[config.mk]
export PLATFORM = sky130hd
export DESIGN_NAME = gpio_bank_ctrl
export DESIGN_NICKNAME = d
export VERILOG_FILES = /design/src/rtl/gpio_bank_pkg.sv /design/src/rtl/gpio_cfg_regs.sv /design/src/rtl/gpio_data_window.sv /design/src/rtl/gpio_pad_mux.sv /design/src/rtl/gpio_bank_ctrl.sv
export SDC_FILE = /design/constraint.sdc
export NUM_CORES = 1
export LEC_CHECK = 0
export BUFFER_PORTS_ARGS = -buffer_cell sky130_fd_sc_hd__buf_2
export CORE_ASPECT_RATIO = 1.75
export CORE_MARGIN = 2
export CORE_UTILIZATION = 60
export CTS_CLUSTER_SIZE = 24
export DETAILED_ROUTE_END_ITERATION = 10
export GPL_TIMING_DRIVEN = 0
export HOLD_SLACK_MARGIN = 0.02
export PLACE_DENSITY_LB_ADDON = 0.1
export SETUP_SLACK_MARGIN = 0.5
export SLEW_MARGIN = 0
export SYNTH_ARGS = -nofsm -noshare
export SYNTH_HDL_FRONTEND = slang
export SYNTH_SLANG_ARGS = --single-unit
[constraint.sdc]
create_clock -name clk -period 7.75 [get_ports clk]
set_clock_uncertainty 0.05 [all_clocks]
set_input_delay 1.55 -clock clk [delete_from_list [all_inputs] [get_ports clk]]
set_output_delay 1.55 -clock clk [all_outputs]
set_load 0.01 [all_outputs]
[src/rtl/gpio_bank_pkg.sv]
package gpio_bank_pkg;
    // Configuration index map; offsets are decoded by software and by the port logic
    localparam logic [7:0] IDX_LDN     = 8'h07;
    localparam logic [7:0] IDX_BASE_HI = 8'h62;
    localparam logic [7:0] IDX_BASE_LO = 8'h63;
    localparam logic [7:0] IDX_POL0    = 8'hB0;
    localparam logic [7:0] IDX_SE0     = 8'hC0;
    localparam logic [7:0] IDX_OE0     = 8'hC8;
    localparam int         GRP_W       = 8;
endpackage

[src/rtl/gpio_cfg_regs.sv]
module gpio_cfg_regs
    import gpio_bank_pkg::*;
#(
    parameter int         NGROUPS = 8,
    parameter int         NPROG   = 5,
    parameter logic [7:0] DEV_ID  = 8'h07,
    localparam int        NPINS   = NGROUPS * GRP_W,
    localparam int        NPB     = NPROG * GRP_W
) (
    input  logic             clk,
    input  logic             rst_n,
    input  logic             cfg_we,
    input  logic             cfg_sel,
    input  logic [7:0]       cfg_wdata,
    output logic [7:0]       cfg_rdata,
    output logic [NPINS-1:0] oe_o,
    output logic [NPINS-1:0] se_o,
    output logic [NPINS-1:0] pol_o,
    output logic [15:0]      base_o
);
    typedef struct packed {
        logic [7:0]       idx;
        logic [7:0]       ldn;
        logic [15:0]      base;
        logic [NPINS-1:0] oe;
        logic [NPB-1:0]   se;
        logic [NPB-1:0]   pol;
    } cfg_t;

    cfg_t cfg_d, cfg_q;
    logic dev_ok;

    assign dev_ok = (cfg_q.ldn == DEV_ID);

    always_comb begin
        cfg_d = cfg_q;
        if (cfg_we && !cfg_sel) begin
            cfg_d.idx = cfg_wdata;
        end else if (cfg_we && cfg_sel) begin
            if (cfg_q.idx == IDX_LDN) begin
                cfg_d.ldn = cfg_wdata;
            end else if (dev_ok) begin
                if (cfg_q.idx == IDX_BASE_HI) cfg_d.base[15:8] = cfg_wdata;
                if (cfg_q.idx == IDX_BASE_LO) cfg_d.base[7:0]  = cfg_wdata;
                for (int g = 0; g < NGROUPS; g++)
                    if (cfg_q.idx == IDX_OE0 + 8'(g)) cfg_d.oe[g*GRP_W +: GRP_W] = cfg_wdata;
                for (int g = 0; g < NPROG; g++) begin
                    if (cfg_q.idx == IDX_SE0 + 8'(g))  cfg_d.se[g*GRP_W +: GRP_W]  = cfg_wdata;
                    if (cfg_q.idx == IDX_POL0 + 8'(g)) cfg_d.pol[g*GRP_W +: GRP_W] = cfg_wdata;
                end
            end
        end
    end

    always_comb begin
        cfg_rdata = 8'h00;
        if (!cfg_sel) begin
            cfg_rdata = cfg_q.idx;
        end else if (cfg_q.idx == IDX_LDN) begin
            cfg_rdata = cfg_q.ldn;
        end else if (dev_ok) begin
            if (cfg_q.idx == IDX_BASE_HI) cfg_rdata = cfg_q.base[15:8];
            if (cfg_q.idx == IDX_BASE_LO) cfg_rdata = cfg_q.base[7:0];
            for (int g = 0; g < NGROUPS; g++)
                if (cfg_q.idx == IDX_OE0 + 8'(g)) cfg_rdata = cfg_q.oe[g*GRP_W +: GRP_W];
            for (int g = 0; g < NPROG; g++) begin
                if (cfg_q.idx == IDX_SE0 + 8'(g))  cfg_rdata = cfg_q.se[g*GRP_W +: GRP_W];
                if (cfg_q.idx == IDX_POL0 + 8'(g)) cfg_rdata = cfg_q.pol[g*GRP_W +: GRP_W];
            end
        end
    end

    always_ff @(posedge clk or negedge rst_n) begin
        if (!rst_n) begin
            cfg_q      <= '0;
            cfg_q.se   <= '1;
        end else begin
            cfg_q <= cfg_d;
        end
    end

    assign oe_o   = cfg_q.oe;
    assign base_o = cfg_q.base;

    generate
        if (NPROG < NGROUPS) begin : g_partial
            assign se_o  = {{(NPINS-NPB){1'b1}}, cfg_q.se};
            assign pol_o = {{(NPINS-NPB){1'b0}}, cfg_q.pol};
        end else begin : g_full
            assign se_o  = cfg_q.se;
            assign pol_o = cfg_q.pol;
        end
    endgenerate

    AST_BASE_HI_LOAD: assert property (@(posedge clk) disable iff (!rst_n)
        (cfg_we && cfg_sel && dev_ok && cfg_q.idx == IDX_BASE_HI)
        |=> base_o[15:8] == $past(cfg_wdata));
    AST_FOREIGN_DEV_HOLD: assert property (@(posedge clk) disable iff (!rst_n)
        (cfg_we && cfg_sel && !dev_ok && cfg_q.idx != IDX_LDN)
        |=> ($stable(oe_o) && $stable(se_o) && $stable(pol_o) && $stable(base_o)));
    AST_IDLE_CFG_HOLD: assert property (@(posedge clk) disable iff (!rst_n)
        !cfg_we |=> ($stable(oe_o) && $stable(base_o) && $stable(pol_o)));
endmodule

[src/rtl/gpio_data_window.sv]
module gpio_data_window
    import gpio_bank_pkg::*;
#(
    parameter int  NGROUPS = 8,
    localparam int NPINS   = NGROUPS * GRP_W
) (
    input  logic             clk,
    input  logic             rst_n,
    input  logic [15:0]      base_i,
    input  logic [15:0]      io_addr,
    input  logic             io_we,
    input  logic [7:0]       io_wdata,
    input  logic [NPINS-1:0] rd_val_i,
    output logic [7:0]       io_rdata,
    output logic [NPINS-1:0] latch_o
);
    localparam logic [15:0] NG16 = 16'(NGROUPS);

    logic [NPINS-1:0] latch_d, latch_q;
    logic [15:0]      off;
    logic             hit;

    assign off = io_addr - base_i;
    assign hit = (base_i != 16'h0) && (io_addr >= base_i) && (off < NG16);

    always_comb begin
        latch_d  = latch_q;
        io_rdata = 8'h00;
        for (int g = 0; g < NGROUPS; g++) begin
            if (hit && off == 16'(g)) begin
                io_rdata = rd_val_i[g*GRP_W +: GRP_W];
                if (io_we) latch_d[g*GRP_W +: GRP_W] = io_wdata;
            end
        end
    end

    always_ff @(posedge clk or negedge rst_n) begin
        if (!rst_n) latch_q <= '0;
        else        latch_q <= latch_d;
    end

    assign latch_o = latch_q;

    AST_ZERO_BASE_QUIET: assert property (@(posedge clk) disable iff (!rst_n)
        (base_i == 16'h0) |-> io_rdata == 8'h00);
    AST_IDLE_LATCH_HOLD: assert property (@(posedge clk) disable iff (!rst_n)
        !io_we |=> $stable(latch_o));
    AST_MISS_LATCH_HOLD: assert property (@(posedge clk) disable iff (!rst_n)
        (io_we && (io_addr < base_i || (io_addr - base_i) >= NG16)) |=> $stable(latch_o));
endmodule

[src/rtl/gpio_pad_mux.sv]
module gpio_pad_mux #(
    parameter int NPINS = 64
) (
    input  logic [NPINS-1:0] latch_i,
    input  logic [NPINS-1:0] oe_i,
    input  logic [NPINS-1:0] se_i,
    input  logic [NPINS-1:0] pol_i,
    input  logic [NPINS-1:0] pad_in,
    input  logic [NPINS-1:0] alt_in,
    output logic [NPINS-1:0] pad_out,
    output logic [NPINS-1:0] pad_oe,
    output logic [NPINS-1:0] rd_val_o
);
    generate
        for (genvar i = 0; i < NPINS; i++) begin : g_pin
            assign pad_out[i]  = se_i[i] ? (latch_i[i] ^ pol_i[i]) : alt_in[i];
            assign rd_val_o[i] = se_i[i] ? (pad_in[i] ^ pol_i[i]) : pad_in[i];
            assign pad_oe[i]   = oe_i[i];
        end
    endgenerate
endmodule

[src/rtl/gpio_bank_ctrl.sv]
module gpio_bank_ctrl
    import gpio_bank_pkg::*;
#(
    parameter int         NGROUPS = 8,
    parameter int         NPROG   = 5,
    parameter logic [7:0] DEV_ID  = 8'h07,
    localparam int        NPINS   = NGROUPS * GRP_W
) (
    input  logic             clk,
    input  logic             rst_n,
    input  logic             cfg_we,
    input  logic             cfg_sel,
    input  logic [7:0]       cfg_wdata,
    output logic [7:0]       cfg_rdata,
    input  logic [15:0]      io_addr,
    input  logic             io_we,
    input  logic [7:0]       io_wdata,
    output logic [7:0]       io_rdata,
    input  logic [NPINS-1:0] pad_in,
    input  logic [NPINS-1:0] alt_in,
    output logic [NPINS-1:0] pad_out,
    output logic [NPINS-1:0] pad_oe
);
    logic [NPINS-1:0] oe_w, se_w, pol_w, latch_w, rd_w;
    logic [15:0]      base_w;

    gpio_cfg_regs #(.NGROUPS(NGROUPS), .NPROG(NPROG), .DEV_ID(DEV_ID)) u_cfg (
        .clk(clk), .rst_n(rst_n), .cfg_we(cfg_we), .cfg_sel(cfg_sel),
        .cfg_wdata(cfg_wdata), .cfg_rdata(cfg_rdata),
        .oe_o(oe_w), .se_o(se_w), .pol_o(pol_w), .base_o(base_w)
    );

    gpio_data_window #(.NGROUPS(NGROUPS)) u_win (
        .clk(clk), .rst_n(rst_n), .base_i(base_w), .io_addr(io_addr),
        .io_we(io_we), .io_wdata(io_wdata), .rd_val_i(rd_w),
        .io_rdata(io_rdata), .latch_o(latch_w)
    );

    gpio_pad_mux #(.NPINS(NPINS)) u_mux (
        .latch_i(latch_w), .oe_i(oe_w), .se_i(se_w), .pol_i(pol_w),
        .pad_in(pad_in), .alt_in(alt_in), .pad_out(pad_out),
        .pad_oe(pad_oe), .rd_val_o(rd_w)
    );

    AST_OE_TRACKS_CFG: assert property (@(posedge clk) disable iff (!rst_n)
        $stable(oe_w) |-> $stable(pad_oe));
endmodule

Word-level counts from Yosys, hierarchy flattened
Index checks and enable logic that the tools add are counted.

Register bits: 240. Output and inout bits: 144. Logic and storage cells: 299.

$add $sub $neg: 1. Magnitude comparators: 2. Eq/ne operators: 29. Multiplexer cells: 111. Bitwise gates (word level): 82. Reductions and logical operators: 44.

Operators with widths (count): $mux 8 (31); $eq 8x8->1 const B (18); $reduce_and 5->1 (20); $mux 1 (80); $xor 1x1->1 (80); $eq 16x3->1 const B (4); $eq 16x2->1 const B (2); $eq 16x1->1 const B (1); $eq 8x3->1 const B (2); $eq 8x7->1 const B (2); $ge 16x16->1 (1); $logic_not 16->1 (1); $lt 16x4->1 const B (1); $reduce_and 2->1 (8); $reduce_bool 16->1 (1); $sub 16x16->16 (1); $logic_and 1x1->1 (12); $reduce_and 3->1 (1); $not 1->1 (2); $logic_not 1->1 (1).

Longest topological paths before layout
Depth after elaboration: 24. Depth in mapped cells: 13. Depth with buffers taken out: 12.

Hierarchy
A second synthesis with hierarchy kept.

Cells, all modules: 1700. Area, all modules: 16908.7 um^2.

By module, submodules not included: gpio_cfg_regs (times used 1, cells an instance 949, area each 10431.3 um^2); gpio_data_window (times used 1, cells an instance 367, area each 4075.2 um^2); gpio_pad_mux (times used 1, cells an instance 384, area each 2402.3 um^2).

Worst setup path after synthesis
OpenSTA, ideal clock, no wires.

Path type: input to output. From: in io_addr[1]. To: out io_rdata[0]. Data arrival time: 3.884 ns. Setup slack: 2.266 ns. Stages on the path: 10. Path through: ha_1 -> nor2b_1 -> o21ai_0 -> or3b_2 -> nand2_1 -> clkbuf_1 -> nand4_1 -> nor4b_1 -> nand4_1 -> nor3_1.

Longest elaborated chain between the ends: 12. Elaborated cells on any way between the ends: 29.

Ends and longest elaborated chain: start: declaration (line gpio_bank_ctrl.sv:15) `input logic [15:0] io_addr,`; $sub 16x16->16 / $ge 16x16->1 (equally long branches) (line gpio_data_window.sv:23, gpio_data_window.sv:24); $lt 16x4->1 / $logic_and 1x1->1 (equally long branches) (line gpio_data_window.sv:24) `assign hit = (base_i != 16'h0) && (io_addr >= base_i) && (off < NG16);`; $logic_and 1x1->1 (line gpio_data_window.sv:24); $logic_and 1x1->1 (line gpio_data_window.sv:30) `if (hit && off == 16'(g)) begin`; $mux 8 (7 in series) (line gpio_data_window.sv:30); $mux 8 * (line gpio_data_window.sv:30); end: declaration (line gpio_bank_ctrl.sv:18) `output logic [7:0] io_rdata,`.

Mark *: on every way between the ends. The rest lies on a longest branch, timed or not.

Final worst setup path
From: in io_addr[0]. To: out io_rdata[1].

The elaborated chain is that of the path after synthesis.

==> run summary <==
Xor/xnor cell area share of the yosys netlist = 5.21%
Critical path launch point type = input port
Final ANT Viol Nets = 0
Crit path capture type = primary output
Commonest cells in the netlist = dfrtp_1, mux2_2, nor2_1
Adder-cell share of the synthesized area = 1.52%
P_int = 2.03 mW
Largest net degree at the start of global routing = 124
Logic gate share of total power = 12.8%
DP Worst Slack = 1250 ps
DR pass1 iterations = 5
Sink Count = 240
M2 GR Usage = 68.2%
Seq pwr share = 45.6%
Post-synthesis simple-gate area fraction = 11.4%
Post-synthesis mux area share = 22.2%
Post-synthesis sequential area ratio = 41.9%
First-pass GRT wire length = 74,100 um
Final setup margin = 1230 ps
Layout cells sized above 1 = 44.2%
Port bufs = 284
Global Route met1 Usage = 44.5%
Filler cells = 1,862
CTS root buf = clkbuf_16
Post-synth top area share = 34.6%
Min cycle time layout = 6520 ps
Post-synth ARST share = 100%
Final global-route overflow total = 0
Initial antenna violation count = 1
Critical Path Fanout Max = 10
Clock latency on the worst-skew pair = 550 ps
Number of synthesized flops with an enable pin = 0
HP Class = reg -> reg
DRC viols = 0
Post-Syn Area = 14,500 um^2
Slowest CP cell = clkbuf_1
NetSw = 762 uW
Starting Density = 60.7%
Max_cap viols = 0
Die W = 121 um
Clock Path Buffers = 3
Crit-path cells = buf_2, inv_1, ha_1, inv_1, fa_1, clkbuf_1, clkbuf_1, mux4_2, nor2_1, a31oi_1, nor3_1, buf_2
Count of cell types in the netlist = 82
WL final = 49,600 um
GRT Util Overall = 39.2%
Syn_area_per_cell = 10.9 um^2
Setup Buffers After CTS = 0
Max Clk Rate = 153 MHz
Area grow syn2layout = 18.0%
Normalized max-slew margin = 25.0%
Final hold slack = 458 ps
Final core occ = 71.6%
P_leak = 8.18 nW
# resized after CTS = 0
Peak supply drop = 0.184 mV
Share of the clock period used by the worst path = 84.2%
Unrepaired setup endpoints after global routing = false
Ys flop type = dfrtp_1
H-Tree Depth = 1
Crit path buf inv count = 6
Status = finished, final reports clean
GRT Max-Usage Layer = met2
Post-CTS Hold Fix Bufs = 0
Avg WL per Cell = 25.3 um
CP top delay family = buffers and inverters
Arrival time at the worst endpoint = 4920 ps
Vias per std cell = 6.24
PwrDens = 164 nW/um^2
Power Total = 2.79 mW
# IOs = 309
# rows = 75
Die ar. = 25,400 um^2
Core area = 23,800 um^2
Clock power share = 41.6%
Area contributors post-synth = dfrtp_1, mux2_2, dfstp_2, mux2_4, buf_4
Sum of negative setup slack = 0 ps
Top-count cell post-synth = dfrtp_1
Yosys warns = 0
CP Class = in -> out
Largest family of logic cells by synthesized area = multiplexers
Post-Syn Instances = 1,328
HPWL after DPL = 37,700 um
Synthesized Nets = 1,510
Setup violators final = 0
GR Util met3 = 5.00%
Clock-pin slew on the worst setup and hold paths = 60 ps
CTS tree = yes
Routability cong. = 0.939
CTS buffer count = 23
Max-slew violations = 0
Hold Vio Cnt, Final = 0
Initial DRC Count = 1,043
Slowest stage delay, CP = 770 ps
Synthesis-stage register bit count = 240
Worst slew pin tran = 1120 ps
Vias in the first global route = 12.5k
Synth Area in Compound Gates = 10.8%
Die Height = 209 um
Via Count = 12.2k
Nets = 1,820
Sw Share = 27.3%
WP data required = 6150 ps
Yosys top cell by area = dfrtp_1
[metrics by stage]
stage / instances / cell area [um^2]
3_3_place_gp: 1920 / 16300
5_1_grt: 1963 / 17100
6_report: 1963 / 17100
4_1_cts: 1962 / 17100
3_5_place_dp: 1921 / 16300
2_1_floorplan: 1328 / 14500
[power groups by stage]
| stage | Clock [mW] | Sequential, mW | Combinational [mW] |
|---|---|---|---|
| finish | 1.16 | 1.27 | 0.357 |
| CTS | 1.16 | 1.27 | 0.348 |
| global route | 1.21 | 1.27 | 0.375 |
| global placement | 0 | 1.30 | 0.341 |
| detailed placement | 0 | 1.30 | 0.346 |
| floorplan | 0 | 1.29 | 0.172 |
[worst paths after layout]
check	to	cells past startpoint	startpoint	slack, ps
min	u_win.latch_o[43]	1	u_win.latch_o[43]	460
max reg2reg	u_win.latch_o[2]	12	u_cfg.base_o[0]	3780
max	io_rdata[1]	12	io_addr[0]	1230
min in group asynchronous	u_cfg.oe_o[28]	1	rst_n	980
max in group asynchronous	u_cfg.pol_o[0]	2	rst_n	5560
min reg2reg	u_win.latch_o[43]	1	u_win.latch_o[43]	460
[layout make-up]
class,count,area (um^2),area share [%]
repair buffers,285,1460,8.55
multi-input cells,919,7400,43.3
clock buffers,33,643,3.77
diodes,1,2.50,0.0147
well taps,308,385,2.26
inverters,26,97.6,0.572
clock inverters,8,110,0.645
plain buffers,143,913,5.35
flip-flops and latches,240,6060,35.5
[placed cells by master, fill, tap and decap left out, types with 7 or more instances in the layout]
cell | netlist | routed
o21ai_0 | 47 | 47
clkbuf_1 | 44 | 51
mux2i_1 | 7 | 7
mux4_2 | 16 | 16
xor2_1 | 35 | 35
xnor2_1 | 51 | 51
nor3_2 | 8 | 9
dfstp_2 | 40 | 40
inv_1 | 26 | 26
nand4_1 | 8 | 8
mux2_2 | 183 | 183
o22ai_1 | 15 | 15
nand2_1 | 98 | 98
a21oi_1 | 71 | 71
nand2b_1 | 7 | 7
nand3_1 | 18 | 18
clkbuf_16 | 0 | 23
mux2_4 | 48 | 48
nor2b_1 | 13 | 13
ha_1 | 16 | 16
a221oi_1 | 9 | 9
nor3_1 | 23 | 22
dfrtp_1 | 200 | 200
nor4_1 | 8 | 8
and3_1 | 10 | 10
nor2_1 | 100 | 100
a22oi_1 | 11 | 11
a31oi_1 | 16 | 16
buf_4 | 88 | 88
buf_2 | 1 | 284
[cells by family after synthesis]
kind of cell               after synthesis
AOI/OAI and AO/OA                      236
xor gates and xnor gates                86
adders and majority gates               17
buffers and inverters                  169
DFF                                    240
muxes                                  254
and+or+nand+nor                        326
[metal layers]
layer | part of all wire, % | routed length, um
met5 | 0 | 0
met4 | 7.5 | 3730
met3 | 5.8 | 2890
met2 | 52 | 25600
met1 | 35 | 17400
[sequential cells by signal (all words and copies together) (netlist names)]
name / count
u_cfg.oe_o: 64
u_win.latch_o: 64
u_cfg.pol_o: 40
u_cfg.se_o: 40
u_cfg.base_o: 16
u_cfg.cfg_q: 16
(Power assumes the default switching activity.)
